File: src/rtl/rcnt_pkg.sv
package rcnt_pkg;
  localparam int CNT_W  = 16;
  localparam int ADDR_W = 2;

  typedef enum logic [ADDR_W-1:0] {
    ADDR_COUNT  = 2'd0,
    ADDR_MODE   = 2'd1,
    ADDR_TARGET = 2'd2
  } regAddr_e;

  // mode word bit positions (software-visible)
  localparam int B_RST_ON_TGT = 3;
  localparam int B_IRQ_TGT    = 4;
  localparam int B_IRQ_OVF    = 5;
  localparam int B_REGEN      = 6;
  localparam int B_CLK_SEL    = 8;
  localparam int B_EVENT      = 10;
  localparam int B_HIT        = 11;
  localparam int B_OVF        = 12;

  typedef struct packed {
    logic             tick;
    logic             clear;
    logic             loadReq;
    logic [CNT_W-1:0] loadVal;
    logic             resetOnTarget;
    logic [CNT_W-1:0] target;
  } dpCmd_t;

  typedef struct packed {
    logic hitTarget;
    logic wrapped;
  } dpEvt_t;
endpackage

File: src/rtl/rcnt_datapath.sv
module rcnt_datapath
  import rcnt_pkg::*;
(
  input  logic             clk,
  input  logic             rstN,
  input  dpCmd_t           cmd,
  output logic [CNT_W-1:0] count,
  output dpEvt_t           evt
);
  logic             pend;
  logic [CNT_W-1:0] loadHold;
  logic [CNT_W-1:0] nextVal;
  logic             countStep;

  assign nextVal   = count + 1'b1;
  assign countStep = cmd.tick & ~cmd.clear & ~pend;

  always_comb begin
    evt.wrapped   = countStep & (count == {CNT_W{1'b1}});
    evt.hitTarget = countStep & (nextVal == cmd.target);
  end

  always_ff @(posedge clk) begin
    if (!rstN) begin
      count    <= '0;
      pend     <= 1'b0;
      loadHold <= '0;
    end else if (cmd.clear) begin
      count <= '0;
      pend  <= 1'b0;
    end else begin
      if (cmd.tick) begin
        if (pend) begin
          count <= loadHold;
          pend  <= 1'b0;
        end else if (evt.hitTarget && cmd.resetOnTarget) begin
          count <= '0;
        end else begin
          count <= nextVal;
        end
      end
      if (cmd.loadReq) begin
        pend     <= 1'b1;
        loadHold <= cmd.loadVal;
      end
    end
  end

  // a pending preload is taken by the next tick
  a_r10_preload_applied: assert property (@(posedge clk) disable iff (!rstN)
    (cmd.tick && pend && !cmd.clear) |=> (count == $past(loadHold)));

  // wrap past all-ones lands on zero
  a_r4_wrap_to_zero: assert property (@(posedge clk) disable iff (!rstN)
    evt.wrapped |=> (count == '0));
endmodule

File: src/rtl/rcnt_ctrl.sv
module rcnt_ctrl
  import rcnt_pkg::*;
(
  input  logic              clk,
  input  logic              rstN,
  input  logic              regWrEn,
  input  logic              regRdEn,
  input  logic [ADDR_W-1:0] regAddr,
  input  logic [CNT_W-1:0]  regWrData,
  output logic [CNT_W-1:0]  regRdData,
  input  logic              sysTick,
  input  logic              hsyncTick,
  input  logic [CNT_W-1:0]  count,
  input  dpEvt_t            evt,
  output dpCmd_t            cmd,
  output logic              irq
);
  logic cfgRstOnTgt, cfgIrqTgt, cfgIrqOvf, cfgRegen, cfgClkSel;
  logic stHit, stOvf, stEvt;
  logic armed;
  logic [CNT_W-1:0] target;
  logic modeWr, modeRd, countWr, targetWr, qualify;
  logic [CNT_W-1:0] modeWord;

  assign modeWr   = regWrEn && (regAddr == ADDR_MODE);
  assign countWr  = regWrEn && (regAddr == ADDR_COUNT);
  assign targetWr = regWrEn && (regAddr == ADDR_TARGET);
  assign modeRd   = regRdEn && (regAddr == ADDR_MODE);
  assign qualify  = (evt.hitTarget & cfgIrqTgt) | (evt.wrapped & cfgIrqOvf);

  always_comb begin
    cmd.tick          = cfgClkSel ? hsyncTick : sysTick;
    cmd.clear         = modeWr;
    cmd.loadReq       = countWr;
    cmd.loadVal       = regWrData;
    cmd.resetOnTarget = cfgRstOnTgt;
    cmd.target        = target;
  end

  always_comb begin
    modeWord               = '0;
    modeWord[B_RST_ON_TGT] = cfgRstOnTgt;
    modeWord[B_IRQ_TGT]    = cfgIrqTgt;
    modeWord[B_IRQ_OVF]    = cfgIrqOvf;
    modeWord[B_REGEN]      = cfgRegen;
    modeWord[B_CLK_SEL]    = cfgClkSel;
    modeWord[B_EVENT]      = stEvt;
    modeWord[B_HIT]        = stHit;
    modeWord[B_OVF]        = stOvf;
  end

  always_comb begin
    unique case (regAddr)
      ADDR_COUNT:  regRdData = count;
      ADDR_MODE:   regRdData = modeWord;
      ADDR_TARGET: regRdData = target;
      default:     regRdData = '0;
    endcase
  end

  always_ff @(posedge clk) begin
    if (!rstN) begin
      {cfgRstOnTgt, cfgIrqTgt, cfgIrqOvf, cfgRegen, cfgClkSel} <= '0;
      {stHit, stOvf, stEvt} <= '0;
      armed  <= 1'b1;
      irq    <= 1'b0;
      target <= '0;
    end else begin
      if (targetWr) target <= regWrData;
      if (modeWr) begin
        cfgRstOnTgt <= regWrData[B_RST_ON_TGT];
        cfgIrqTgt   <= regWrData[B_IRQ_TGT];
        cfgIrqOvf   <= regWrData[B_IRQ_OVF];
        cfgRegen    <= regWrData[B_REGEN];
        cfgClkSel   <= regWrData[B_CLK_SEL];
        {stHit, stOvf, stEvt} <= '0;
        armed <= 1'b1;
        irq   <= 1'b0;
      end else begin
        stHit <= (stHit & ~modeRd) | evt.hitTarget;
        stOvf <= (stOvf & ~modeRd) | evt.wrapped;
        stEvt <= stEvt | evt.hitTarget | evt.wrapped;
        irq   <= armed & qualify;
        if (armed && qualify && !cfgRegen) armed <= 1'b0;
      end
    end
  end

  // a target hit latches both the reached and the event bits
  a_r3_target_flags: assert property (@(posedge clk) disable iff (!rstN)
    (evt.hitTarget && !modeWr) |=> (stHit && stEvt));

  // a read with no new hit leaves the reached bit clear
  a_r8_read_clears: assert property (@(posedge clk) disable iff (!rstN)
    (modeRd && !evt.hitTarget && !modeWr) |=> !stHit);

  // in one-shot mode no second pulse follows
  a_r7_one_shot: assert property (@(posedge clk) disable iff (!rstN)
    (irq && !cfgRegen) |=> !irq);

  // a mode write zeroes the counter
  a_r9_clear_count: assert property (@(posedge clk) disable iff (!rstN)
    modeWr |=> (count == '0));
endmodule

File: src/rtl/rcnt_vsync.sv
module rcnt_vsync #(
  parameter int LINES_PER_FRAME = 263
) (
  input  logic clk,
  input  logic rstN,
  input  logic hsyncTick,
  output logic vsyncPulse
);
  localparam int LW = $clog2(LINES_PER_FRAME);
  localparam logic [LW-1:0] LAST = LW'(LINES_PER_FRAME - 1);

  logic [LW-1:0] lineCnt;

  always_ff @(posedge clk) begin
    if (!rstN) begin
      lineCnt    <= '0;
      vsyncPulse <= 1'b0;
    end else begin
      vsyncPulse <= hsyncTick && (lineCnt == LAST);
      if (hsyncTick) lineCnt <= (lineCnt == LAST) ? '0 : lineCnt + 1'b1;
    end
  end

  // the line index stays inside the frame and restarts at a pulse
  a_r11_line_range: assert property (@(posedge clk) disable iff (!rstN)
    vsyncPulse |-> (lineCnt == '0));
  a_r11_bound: assert property (@(posedge clk) disable iff (!rstN)
    lineCnt <= LAST);
endmodule

File: src/rtl/root_counter.sv
module root_counter
  import rcnt_pkg::*;
#(
  parameter int LINES_PER_FRAME = 263
) (
  input  logic              clk,
  input  logic              rstN,
  input  logic              regWrEn,
  input  logic              regRdEn,
  input  logic [ADDR_W-1:0] regAddr,
  input  logic [CNT_W-1:0]  regWrData,
  output logic [CNT_W-1:0]  regRdData,
  input  logic              sysTick,
  input  logic              hsyncTick,
  output logic              irq,
  output logic              vsyncPulse
);
  dpCmd_t           cmd;
  dpEvt_t           evt;
  logic [CNT_W-1:0] count;

  rcnt_ctrl u_ctrl (
    .clk(clk), .rstN(rstN), .regWrEn(regWrEn), .regRdEn(regRdEn),
    .regAddr(regAddr), .regWrData(regWrData), .regRdData(regRdData),
    .sysTick(sysTick), .hsyncTick(hsyncTick), .count(count), .evt(evt),
    .cmd(cmd), .irq(irq)
  );

  rcnt_datapath u_dp (
    .clk(clk), .rstN(rstN), .cmd(cmd), .count(count), .evt(evt)
  );

  rcnt_vsync #(.LINES_PER_FRAME(LINES_PER_FRAME)) u_vsync (
    .clk(clk), .rstN(rstN), .hsyncTick(hsyncTick), .vsyncPulse(vsyncPulse)
  );
endmodule

File: config.mk
export PLATFORM = sky130hd
export DESIGN_NAME = root_counter
export DESIGN_NICKNAME = d
export VERILOG_FILES = /design/src/rtl/rcnt_pkg.sv /design/src/rtl/rcnt_datapath.sv /design/src/rtl/rcnt_ctrl.sv /design/src/rtl/rcnt_vsync.sv /design/src/rtl/root_counter.sv
export SDC_FILE = /design/constraint.sdc
export NUM_CORES = 1
export LEC_CHECK = 0
export BUFFER_PORTS_ARGS = -buffer_cell sky130_fd_sc_hd__buf_2
export CAP_MARGIN = 20
export CORE_MARGIN = 2
export CORE_UTILIZATION = 40
export CTS_CLUSTER_SIZE = 10
export DETAILED_ROUTE_END_ITERATION = 6
export GPL_TIMING_DRIVEN = 1
export PLACE_DENSITY_LB_ADDON = 0.15
export SKIP_CTS_REPAIR_TIMING = 1
export SLEW_MARGIN = 20
export SYNTH_ARGS = -nofsm -noshare
export SYNTH_HDL_FRONTEND = slang
export SYNTH_SLANG_ARGS = --single-unit
File: constraint.sdc
create_clock -name clk -period 2.95 [get_ports clk]
set_clock_uncertainty 0.2 [all_clocks]
set_input_delay 0.4425 -clock clk [delete_from_list [all_inputs] [get_ports clk]]
set_output_delay 0.4425 -clock clk [all_outputs]
set_load 0.02 [all_outputs]
==> metrics.md <==
| Metric | Value |
|---|---|
| Setup crit end kind | `flip-flop` |
| Tot GR Track Use | `between 20% and 30%` |
| Clk slew on worst S/H paths | `around 80 ps` |
| Worst slew pin tran | `roughly 620 ps` |
| Largest family of logic cells by synthesized area | `simple AND/OR/NAND/NOR gates` |
| Die area | `around 11000 sq um` |
| Initial Utilization | `40.6%` |
| Initial antenna violation count | `0` |
| Avg Inst Size Synth | `around 7.8 sq um` |
| First-pass GRT wire length | `approximately 17000 um` |
| Drt drc | `0` |
| Via Count | `3593` |
| Clock power share | `a little under two fifths` |
| Mux cell area share after synthesis | `under 10%` |
| Cell Chain, Critical Path | `ha_2 > nand3_4 > nor4_4 > xnor2_1 > nor4_2 > nand4_2 > buf_4 > a22oi_1 > o32ai_1` |
| Post-DP HPWL | `just over 8000 um` |
| Post-Synthesis Cell Area | `a little under 4000 sq um` |
| Synth warn | `0` |
| Outcome | `finished clean` |
| CP Data Arrival Time | `2710 ps` |
| Fmax | `about 370 MHz` |
| Total power | `1.92 mW` |
| RSZ-0062 raised after global routing | `no` |
| Top cell type's share of synthesized area | `a little over a third` |
| FFs w/ async S/R, synth | `0%` |
| Most common cell in the netlist | `nand2_1` |
| Distinct cells, synth | `54` |
| Max Cap Viol | `0` |
| Root buf cell | `clkbuf_8` |
| CTS sink cnt | `slightly below 70` |
| Post-Synth Adder-Cell Area | `less than 1%` |
| Antenna viol nets, final | `0` |
| Most used DFF post-synth | `dfxtp_1` |
| Antenna diode count | `0` |
| Drt pass-1 iters | `5` |
| Sequential area share after synthesis | `between 30% and 40%` |
| IO Port Bufs | `41` |
| CP Launch Type | `flip-flop` |
| CORE AREA | `slightly below 10000 sq um` |
| Pwr dens | `between 400 and 500 nW/um^2` |
| Static leakage | `~1.7 nW` |
| Relative slew slack | `58.3%` |
| Final hold vios | `0` |
| Logic gate share of total power | `11.5%` |
| CP max-delay cell | `dfxtp_1` |
| XOR/XNOR Fraction of Synth Area | `under 10%` |
| Grt total ovfl | `0` |
| Worst path max stage delay | `between 400 and 500 ps` |
| CP required | `about 3000 ps` |
| CP top delay family | `simple AND/OR/NAND/NOR gates` |
| Share of cells above drive strength 1 | `roughly 16%` |
| Min Tclk post-route | `around 2700 ps` |
| Io pins | `42` |
| Register bit total from synthesis | `69` |
| Buf/Inv on CP | `1` |
| Hold Path Class | `in -> reg` |
| Synth area leaders | `dfxtp_1 35%, nand2_1 9.9%, a21boi_0 6.3%` |
| Post-Synth Simple-Gate Area | `between 30% and 40%` |
| Critical Path Fanout Max | `9` |
| Internal | `roughly 1.4 mW` |
| Vias per Instance | `~5.4` |
| Mapped Cells | `roughly 500` |
| Complex-gate fraction of the synthesized area | `~16%` |
| CTS tree | `yes` |
| Largest net degree at the start of global routing | `41` |
| Area growth from synthesis to layout | `13.1%` |
| Crit share post-route | `a little over 90%` |
| Number of global-route vias before repair | `3273` |
| Site row count | `36` |
| Die width | `103 um` |
| Depth of the CTS H-tree | `3` |
| Drt wl/cell | `16.5 um` |
| CTS buffer count | `9` |
| Worst skew pair latency | `350 ps` |
| NetSw | `~0.56 mW` |
| Post-synth EDFFs | `0` |
| Most frequent cells after synthesis | `103 x nand2_1, 69 x dfxtp_1, 33 x a21boi_0, 33 x nor2_1, 26 x clkbuf_1` |
| Pins Over Slew Limit | `0` |
| Post-Syn Nets | `about 530` |
| GP Congestion | `slightly below 0.9` |
| Reg power frac | `between 50% and 60%` |
| Initial DRC count | `197` |
| Cell taking the most area after synthesis | `dfxtp_1` |
| Switching portion of total power | `29.2%` |
| Number of setup violations in the final report | `0` |
| Final WL | `~11000 um` |
| Die Y | `103 um` |
| Fin nets | `roughly 550` |
| CP Class | `reg -> reg` |
| Final setup TNS | `0 ps` |
| Clk buf depth | `2` |
| Maximum VDD drop | `just under 0.3 mV` |
final cells by class:
| type | count | area, sq um |
|---|---|---|
| Fill cell | 1003 | 5220 |
| Multi-Input combinational cell | 385 | 2350 |
| Sequential cell | 69 | 1380 |
| Timing Repair Buffer | 56 | 330 |
| Tap cell | 133 | 166 |
| Clock buffer | 10 | 128 |
| Clock inverter | 6 | 47.5 |
| Inverter | 6 | 22.5 |
registers in the layout (all words and copies together) (netlist names):
| signal | cells |
|---|---|
| u_ctrl.armed | 1 |
| u_ctrl.target | 16 |
| u_dp.pend | 1 |
| u_ctrl.cfgClkSel | 1 |
| u_dp.loadHold | 16 |
| u_ctrl.cfgRegen | 1 |
| u_ctrl.stOvf | 1 |
| u_vsync.lineCnt | 9 |
| u_ctrl.cfgRstOnTgt | 1 |
| u_ctrl.cfgIrqTgt | 1 |
| u_vsync.vsyncPulse | 1 |
| u_ctrl.stHit | 1 |
| u_dp.count | 16 |
| u_ctrl.irq | 1 |
| u_ctrl.stEvt | 1 |
| u_ctrl.cfgIrqOvf | 1 |
layer usage:
layer | part of all wire, % | GRT usage [%] | up-vias
met1 | 49 | 31.3 | 1705
li1 | - | - | 1802
met2 | 46 | 33.5 | 72
met4 | 1.6 | 7.29 | 0
met5 | 0 | 0 | -
met3 | 3.4 | 2.92 | 14
power groups by stage:
| stage | Clock (mW) | Sequential, mW | Combinational, mW |
|---|---|---|---|
| after global placement | 0 | 1.00 | 0.216 |
| final | 0.712 | 0.983 | 0.220 |
| after floorplan | 0 | 0.995 | 0.145 |
| after CTS | 0.730 | 0.982 | 0.219 |
| after global routing | 0.766 | 0.986 | 0.242 |
| after detailed placement | 0 | 1.00 | 0.218 |
tightest hold or removal path, stage by stage:
cell and delay, ps:
buf_2 100, nand2_1 40, a21boi_0 60
final timing paths:
check	endpoint	slack, ps	depth (start not counted)	startpoint
hold / removal	u_ctrl.target[9]	140	3	regWrData[9]
hold reg to reg	u_ctrl.irq	270	1	u_ctrl.armed
setup / recovery	u_dp.count[12]	270	9	u_dp.count[1]
setup reg to reg	u_dp.count[12]	270	9	u_dp.count[1]
cells in the final DEF, fill, tap and decap left out, types with 3 or more instances in the layout:
master    count
o21ai_1       9
buf_2        41
nor4_1        9
nor4b_1       6
nor3b_1       6
and3_1       12
a21oi_1      10
nor2b_1       7
dfxtp_1      69
xnor2_1      10
xor2_1       17
inv_1         6
and2_1        5
o21ai_0      12
buf_4        14
nand3_1      23
mux2i_1      21
clkbuf_8      9
nor3_1        7
a21boi_0     33
nand4_2       3
a31oi_1      13
nor2_1       33
a211oi_1      5
nand4_1       8
nand2_1     103
cells by family after synthesis:
kind of cell             after synthesis
AO/OA/AOI/OAI                         96
flip-flops                            69
adder cells (fa/ha/maj)                3
XOR/XNOR                              27
multiplexers                          23
AND/OR/NAND/NOR                      236
buffers and inverters                 45
metrics by stage:
| step | worst slack, ps | hold slack, ps | cells | cell area, sq um | util (%) |
|---|---|---|---|---|---|
| 4_1_cts | 143 | 129 | 665 | 4410 | 45.8 |
| 6_report | 272 | 141 | 665 | 4420 | 45.9 |
| 3_3_place_gp | 302 | 254 | 649 | 4240 | 44.0 |
| 3_5_place_dp | 161 | 260 | 649 | 4240 | 44.0 |
| 5_1_grt | 70.0 | 146 | 665 | 4420 | 45.9 |
| 2_1_floorplan | 392 | 236 | 499 | 3910 | - |
(Power assumes the default switching activity.)
